==> src/rtl/cpf_pkg.sv <==
package cpf_pkg;
   typedef enum logic [1:0] {
      PK_REGS = 2'd0,
      PK_BAD  = 2'd1,
      PK_FILL = 2'd2,
      PK_CMD  = 2'd3
   } pkt_kind_e;
endpackage

==> src/rtl/cpf_hdr_decode.sv <==
module cpf_hdr_decode
   import cpf_pkg::*;
#(
   parameter int          WORD_W   = 32,
   parameter int          CNT_W    = 14,
   parameter int          IDX_W    = 16,
   parameter int          OP_W     = 8,
   parameter logic [7:0]  NOP_OP   = 8'h10,
   parameter bit          DROP_NOP = 1'b1
) (
   input  logic [WORD_W-1:0] hdr_word,
   output pkt_kind_e         dec_kind,
   output logic [CNT_W-1:0]  dec_cnt,
   output logic [IDX_W-1:0]  dec_base,
   output logic [OP_W-1:0]   dec_op,
   output logic              dec_shader,
   output logic              dec_pred,
   output logic              dec_drop
);
   localparam int TYPE_LSB = WORD_W - 2;
   localparam int CNT_LSB  = TYPE_LSB - CNT_W;
   localparam int OP_LSB   = 8;

   if (CNT_LSB != IDX_W) begin : g_bad_layout
      $error("count field must sit directly above the register base");
   end
   if (OP_LSB + OP_W > CNT_LSB) begin : g_bad_op
      $error("opcode field overlaps the count field");
   end

   assign dec_kind   = pkt_kind_e'(hdr_word[WORD_W-1 -: 2]);
   assign dec_cnt    = hdr_word[CNT_LSB +: CNT_W];
   assign dec_base   = hdr_word[IDX_W-1:0];
   assign dec_op     = hdr_word[OP_LSB +: OP_W];
   assign dec_shader = hdr_word[1];
   assign dec_pred   = hdr_word[0];

   logic unused_rsvd;
   assign unused_rsvd = ^hdr_word[OP_LSB-1:2];

   if (DROP_NOP) begin : g_drop_nop
      assign dec_drop = (dec_kind == PK_CMD) && (dec_op == OP_W'(NOP_OP));
   end else begin : g_keep_nop
      assign dec_drop = 1'b0;
   end
endmodule

==> src/rtl/cpf_seq.sv <==
module cpf_seq
   import cpf_pkg::*;
#(
   parameter int WORD_W = 32,
   parameter int CNT_W  = 14,
   parameter int IDX_W  = 16,
   parameter int OP_W   = 8
) (
   input  logic              clk,
   input  logic              rst_n,
   input  logic              take,
   input  logic [WORD_W-1:0] word,
   input  pkt_kind_e         dec_kind,
   input  logic [CNT_W-1:0]  dec_cnt,
   input  logic [IDX_W-1:0]  dec_base,
   input  logic [OP_W-1:0]   dec_op,
   input  logic              dec_shader,
   input  logic              dec_pred,
   input  logic              dec_drop,
   output logic              emit,
   output logic [WORD_W-1:0] e_word,
   output pkt_kind_e         e_kind,
   output logic [OP_W-1:0]   e_op,
   output logic [IDX_W-1:0]  e_idx,
   output logic              e_last,
   output logic              e_shader,
   output logic              e_pred,
   output logic              err
);
   localparam logic [CNT_W-1:0] CNT_ONE = CNT_W'(1);
   localparam logic [IDX_W-1:0] IDX_ONE = IDX_W'(1);

   logic             in_body;
   logic [CNT_W-1:0] rem;
   pkt_kind_e        cur_kind;
   logic [OP_W-1:0]  cur_op;
   logic [IDX_W-1:0] cur_idx;
   logic             cur_drop;
   logic             cur_shader;
   logic             cur_pred;
   logic             body_end;

   assign body_end = (rem == '0);

   always_comb begin
      emit     = 1'b0;
      e_word   = word;
      e_kind   = PK_FILL;
      e_op     = '0;
      e_idx    = '0;
      e_last   = 1'b1;
      e_shader = 1'b0;
      e_pred   = 1'b0;
      if (take) begin
         if (in_body) begin
            emit     = !cur_drop;
            e_kind   = cur_kind;
            e_op     = cur_op;
            e_idx    = cur_idx;
            e_last   = body_end;
            e_shader = cur_shader;
            e_pred   = cur_pred;
         end else if (dec_kind == PK_FILL) begin
            emit = 1'b1;
         end
      end
   end

   always_ff @(posedge clk or negedge rst_n) begin
      if (!rst_n) begin
         in_body    <= 1'b0;
         rem        <= '0;
         cur_kind   <= PK_REGS;
         cur_op     <= '0;
         cur_idx    <= '0;
         cur_drop   <= 1'b0;
         cur_shader <= 1'b0;
         cur_pred   <= 1'b0;
         err        <= 1'b0;
      end else if (take) begin
         if (in_body) begin
            rem <= rem - CNT_ONE;
            if (cur_kind == PK_REGS) begin
               cur_idx <= cur_idx + IDX_ONE;
            end
            if (body_end) begin
               in_body <= 1'b0;
            end
         end else begin
            unique case (dec_kind)
               PK_REGS: begin
                  in_body    <= 1'b1;
                  rem        <= dec_cnt;
                  cur_kind   <= PK_REGS;
                  cur_op     <= '0;
                  cur_idx    <= dec_base;
                  cur_drop   <= 1'b0;
                  cur_shader <= 1'b0;
                  cur_pred   <= 1'b0;
               end
               PK_CMD: begin
                  in_body    <= 1'b1;
                  rem        <= dec_cnt;
                  cur_kind   <= PK_CMD;
                  cur_op     <= dec_op;
                  cur_idx    <= '0;
                  cur_drop   <= dec_drop;
                  cur_shader <= dec_shader;
                  cur_pred   <= dec_pred;
               end
               PK_BAD:  err <= 1'b1;
               default: ;
            endcase
         end
      end
   end
endmodule

==> src/rtl/cpf_out_reg.sv <==
module cpf_out_reg
   import cpf_pkg::*;
#(
   parameter int WORD_W = 32,
   parameter int IDX_W  = 16,
   parameter int OP_W   = 8
) (
   input  logic              clk,
   input  logic              rst_n,
   input  logic              load,
   input  logic [WORD_W-1:0] d_word,
   input  pkt_kind_e         d_kind,
   input  logic [OP_W-1:0]   d_op,
   input  logic [IDX_W-1:0]  d_idx,
   input  logic              d_last,
   input  logic              d_shader,
   input  logic              d_pred,
   input  logic              q_ready,
   output logic              room,
   output logic              q_valid,
   output logic [WORD_W-1:0] q_word,
   output pkt_kind_e         q_kind,
   output logic [OP_W-1:0]   q_op,
   output logic [IDX_W-1:0]  q_idx,
   output logic              q_last,
   output logic              q_shader,
   output logic              q_pred
);
   assign room = !q_valid || q_ready;

   always_ff @(posedge clk or negedge rst_n) begin
      if (!rst_n) begin
         q_valid  <= 1'b0;
         q_word   <= '0;
         q_kind   <= PK_REGS;
         q_op     <= '0;
         q_idx    <= '0;
         q_last   <= 1'b0;
         q_shader <= 1'b0;
         q_pred   <= 1'b0;
      end else if (load) begin
         q_valid  <= 1'b1;
         q_word   <= d_word;
         q_kind   <= d_kind;
         q_op     <= d_op;
         q_idx    <= d_idx;
         q_last   <= d_last;
         q_shader <= d_shader;
         q_pred   <= d_pred;
      end else if (q_ready) begin
         q_valid <= 1'b0;
      end
   end
endmodule

==> src/rtl/cmd_pkt_framer.sv <==
module cmd_pkt_framer
   import cpf_pkg::*;
#(
   parameter int         WORD_W   = 32,
   parameter int         CNT_W    = 14,
   parameter int         IDX_W    = 16,
   parameter int         OP_W     = 8,
   parameter logic [7:0] NOP_OP   = 8'h10,
   parameter bit         DROP_NOP = 1'b1
) (
   input  logic              clk,
   input  logic              rst_n,
   input  logic              in_valid,
   output logic              in_ready,
   input  logic [WORD_W-1:0] in_word,
   output logic              out_valid,
   input  logic              out_ready,
   output logic [WORD_W-1:0] out_word,
   output logic [1:0]        out_kind,
   output logic [OP_W-1:0]   out_opcode,
   output logic [IDX_W-1:0]  out_idx,
   output logic              out_last,
   output logic              out_shader,
   output logic              out_pred,
   output logic              err_flag
);
   if (WORD_W != 32) begin : g_bad_word
      $error("command words must be 32 bits wide");
   end
   if (OP_W != 8) begin : g_bad_opw
      $error("opcode field must be 8 bits wide");
   end

   pkt_kind_e        dec_kind;
   logic [CNT_W-1:0] dec_cnt;
   logic [IDX_W-1:0] dec_base;
   logic [OP_W-1:0]  dec_op;
   logic             dec_shader, dec_pred, dec_drop;

   logic              take, emit;
   logic [WORD_W-1:0] e_word;
   pkt_kind_e         e_kind, q_kind;
   logic [OP_W-1:0]   e_op;
   logic [IDX_W-1:0]  e_idx;
   logic              e_last, e_shader, e_pred;

   assign take = in_valid && in_ready;

   cpf_hdr_decode #(
      .WORD_W(WORD_W), .CNT_W(CNT_W), .IDX_W(IDX_W), .OP_W(OP_W),
      .NOP_OP(NOP_OP), .DROP_NOP(DROP_NOP)
   ) u_dec (
      .hdr_word  (in_word),
      .dec_kind  (dec_kind),
      .dec_cnt   (dec_cnt),
      .dec_base  (dec_base),
      .dec_op    (dec_op),
      .dec_shader(dec_shader),
      .dec_pred  (dec_pred),
      .dec_drop  (dec_drop)
   );

   cpf_seq #(
      .WORD_W(WORD_W), .CNT_W(CNT_W), .IDX_W(IDX_W), .OP_W(OP_W)
   ) u_seq (
      .clk       (clk),
      .rst_n     (rst_n),
      .take      (take),
      .word      (in_word),
      .dec_kind  (dec_kind),
      .dec_cnt   (dec_cnt),
      .dec_base  (dec_base),
      .dec_op    (dec_op),
      .dec_shader(dec_shader),
      .dec_pred  (dec_pred),
      .dec_drop  (dec_drop),
      .emit      (emit),
      .e_word    (e_word),
      .e_kind    (e_kind),
      .e_op      (e_op),
      .e_idx     (e_idx),
      .e_last    (e_last),
      .e_shader  (e_shader),
      .e_pred    (e_pred),
      .err       (err_flag)
   );

   cpf_out_reg #(
      .WORD_W(WORD_W), .IDX_W(IDX_W), .OP_W(OP_W)
   ) u_out (
      .clk     (clk),
      .rst_n   (rst_n),
      .load    (emit),
      .d_word  (e_word),
      .d_kind  (e_kind),
      .d_op    (e_op),
      .d_idx   (e_idx),
      .d_last  (e_last),
      .d_shader(e_shader),
      .d_pred  (e_pred),
      .q_ready (out_ready),
      .room    (in_ready),
      .q_valid (out_valid),
      .q_word  (out_word),
      .q_kind  (q_kind),
      .q_op    (out_opcode),
      .q_idx   (out_idx),
      .q_last  (out_last),
      .q_shader(out_shader),
      .q_pred  (out_pred)
   );

   assign out_kind = q_kind;
endmodule

==> config.mk <==
export PLATFORM = sky130hd
export DESIGN_NAME = cmd_pkt_framer
export DESIGN_NICKNAME = d
export VERILOG_FILES = /design/src/rtl/cpf_pkg.sv /design/src/rtl/cpf_hdr_decode.sv /design/src/rtl/cpf_seq.sv /design/src/rtl/cpf_out_reg.sv /design/src/rtl/cmd_pkt_framer.sv
export SDC_FILE = /design/constraint.sdc
export NUM_CORES = 1
export LEC_CHECK = 0
export ABC_CLOCK_PERIOD_IN_PS = 1900
export CAP_MARGIN = 10
export CORE_MARGIN = 2
export CORE_UTILIZATION = 39
export CTS_CLUSTER_DIAMETER = 100
export DETAILED_ROUTE_END_ITERATION = 16
export PLACE_DENSITY = 0.78
export SLEW_MARGIN = 5
export SYNTH_ARGS = -nofsm -noshare
export SYNTH_HDL_FRONTEND = slang
export SYNTH_SLANG_ARGS = --single-unit
==> constraint.sdc <==
create_clock -name clk -period 1.9 [get_ports clk]
set_clock_uncertainty 0.2 [all_clocks]
set_input_delay 0.19 -clock clk [delete_from_list [all_inputs] [get_ports clk]]
set_output_delay 0.19 -clock clk [all_outputs]
set_load 0.02 [all_outputs]
==> results.cfg <==
[run_status]
status = completed

[sta]
drv_slew = 0
rsz0062_at_grt = true
fin_crit_sh = 0.991
finalSetupTns_ns = 0
fmax_mhz = 531
setup_viol = 0
period_needed_ns = 1.88
whs_ns = 0.0912
setup_slack_ns = 0.0170
hold_viol_final = 0
worst_pin_slew_ns = 0.429
maxSlewHeadroom = 0.711

[floorplanning]
core_um2 = 12500
die_w_um = 116
dieArea_um2 = 13600
start_util = 0.396
fp.dieH_um = 116
ios = 100
fp-row-count = 41

[layout]
antennaDiodeCount = 0
fill_cells = 1014
area_growth_pct = 41.3
drive_above_1_share = 0.240
stdcell_count = 773
nets = 637

[critical_path]
start_kind = register
cpMostUsedCell = or4_4
slowest_stage = or4_4
crit_required_ns = 1.93
cp_max_fo = 3
path_class = register to register
cpPeakStageDelay_ns = 0.55
cp.arrival_ns = 1.91
ff2ff_setup_slack_ns = 0.02
crit_chain = or4_4 > or4_4 > o21ai_2 > a221oi_2
cp-end-kind = register

[yosys]
ys_top_cells_by_count = 106 x dfrtp_1, 46 x nand2_1, 27 x a22o_1
ys_ff_latch = 106
synth_top_area_frac = 0.538
netlist_instances = 448
ys_types = 51
syn_area_um2 = 4930
syn_avg_cell_area_um2 = 11.0
synthTopCellsByArea = dfrtp_1 54%, a22o_1 4.8%, mux2_2 3.7%
synth-seq-area-share = 0.538
synth_edf_count = 0
async_flop_share = 1.00
synth_most_common_cell = dfrtp_1
yosysWarnings = 0
syn_nets = 489
synth_largest_area_cell = dfrtp_1
yosys_most_used_dff = dfrtp_1

[route]
vias_per_cell = 5.42
drtIter0Drc = 223
wl_per_cell_um = 16.3
first_pass_iters = 4
ant_nets = 0
num_vias = 4190
route.detailed.drc = 0
routed_wl_um = 12600

[global_route]
grt_max_degree = 61
grt_pass1_vias = 4115
grt_antenna_before_repair = 0
grt_pass1_wl_um = 20400
grt_use_total = 0.193
gr-total-overflow = 0

[cts]
tritoncts = yes
clkTransAtPathRegs_ns = 0.07
cts_buffers = 9
clk_latency_ns = 0.35
clk_path_buf_depth = 2
htreeDepth = 3
root_buffer = clkbuf_16
cts_sinks = 106

[run]
cap_violations = 0

[power_and_ir_drop]
peakVddDrop_mv = 0.658
power.density_nw_per_um2 = 1480
leakagePower_nw = 3.04

[place]
numPortBuffers = 99
dp_cells = 746
place_congestion = 0.859
place_ws_ns = -0.527
dp_hpwl_um = 8970

[min_path]
hp-class = input pin to asynchronous set/reset pin
==> final timing paths <==
check,from,end,cells after the start
max,u_seq.rem[11],u_seq.rem[13],4
min in group clk,in_word[30],u_out.q_word[30],3
min reg2reg,u_seq.err,u_seq.err,1
max in group asynchronous,rst_n,u_seq.rem[0],3
max reg2reg,u_seq.rem[11],u_seq.rem[13],4
min,rst_n,u_out.q_word[14],2
==> sequential cells by signal (all words and copies together), names as in the netlist <==
signal and count:
u_out.q_idx 16, u_out.q_kind 2, u_out.q_last 1, u_out.q_op 8, u_out.q_pred 1, u_out.q_shader 1, u_out.q_valid 1, u_out.q_word 32
u_seq.cur_drop 1, u_seq.cur_idx 16, u_seq.cur_kind 1, u_seq.cur_op 8, u_seq.cur_pred 1, u_seq.cur_shader 1, u_seq.err 1, u_seq.in_body 1
u_seq.rem 14
==> worst max-delay path: cells and delay by family, from the launching register on <==
family	cells	cell delay [ns]
AOI/OAI and AO/OA	2	0.14
and+or+nand+nor	2	1.04
DFF	1	0.38
==> power breakdown <==
part	switching, mW	internal (mW)	total, mW
Sequential	0.608	3.07	3.68
Clock	0.812	1.02	1.83
Combinational	2.30	2.47	4.77
==> area by class of cell <==
| cell class | count | area [µm²] | area share |
|---|---|---|---|
| sequential | 106 | 2650 | 0.381 |
| multi-input combinational | 301 | 2200 | 0.316 |
| timing repair buffer | 166 | 1560 | 0.224 |
| clock buffer | 11 | 233 | 0.0334 |
| tap | 172 | 215 | 0.0309 |
| clock inverter | 5 | 55.1 | 0.00790 |
| inverter | 12 | 45.0 | 0.00647 |
==> cells by family (layout without fill, tap and decap cells) <==
logic type,count (synthesis),in the layout,share of synthesized area
mux,43,43,0.103
fa+ha+maj,5,5,0.0127
flops,106,106,0.538
compound gates,115,115,0.164
buf+inv,41,194,0.0434
simple gates,138,138,0.139
==> metal layers <==
metal / wire, µm / global-route usage / vias up / share of wire
met1: 5370 / 0.244 / 2088 / 0.42
met4: 256 / 0.0778 / 0 / 0.020
met5: 0 / 0 / - / 0
met2: 6350 / 0.329 / 146 / 0.50
met3: 655 / 0.0337 / 22 / 0.052
li1: - / - / 1934 / -
==> timing repair <==
item	in CTS	in global routing
setup buffers	1	9
hold buffers	1	0
pin swaps	2	8
endpoints found under the setup margin	24	20
endpoints found under the hold margin	106	0
gates resized for setup	11	21
cloned	0	0
==> metrics by stage <==
| step | power [mW] | cell area [µm²] | util |
|---|---|---|---|
| 2_1_floorplan | 6.10 | 4960 | - |
| 3_3_place_gp | 7.98 | 6470 | 0.519 |
| 3_5_place_dp | 8.15 | 6470 | 0.519 |
| 4_1_cts | 10.1 | 6820 | 0.547 |
| 5_1_grt | 10.9 | 6970 | 0.559 |
| 6_report | 10.3 | 6970 | 0.559 |
==> layout by cell type (no fill, tap or decap), types with 4 or more instances in the layout <==
cell / synthesis / routed
dfrtp_1: 106 / 105
clkdlybuf4s50_1: 0 / 95
buf_4: 3 / 60
nand2_1: 46 / 45
a22o_1: 27 / 27
a21oi_1: 26 / 24
nor2_1: 25 / 23
o21ai_0: 21 / 21
nand3_1: 17 / 16
mux2_2: 16 / 16
mux2_4: 10 / 12
nor3_1: 13 / 12
mux2i_1: 11 / 11
inv_1: 12 / 9
a211oi_1: 10 / 9
clkbuf_16: 0 / 9
o22ai_1: 6 / 6
o22a_1: 5 / 5
nand4_1: 5 / 5
buf_12: 0 / 5
mux2_1: 6 / 4
and4_1: 4 / 4
Power figures use the tool's default switching activity.
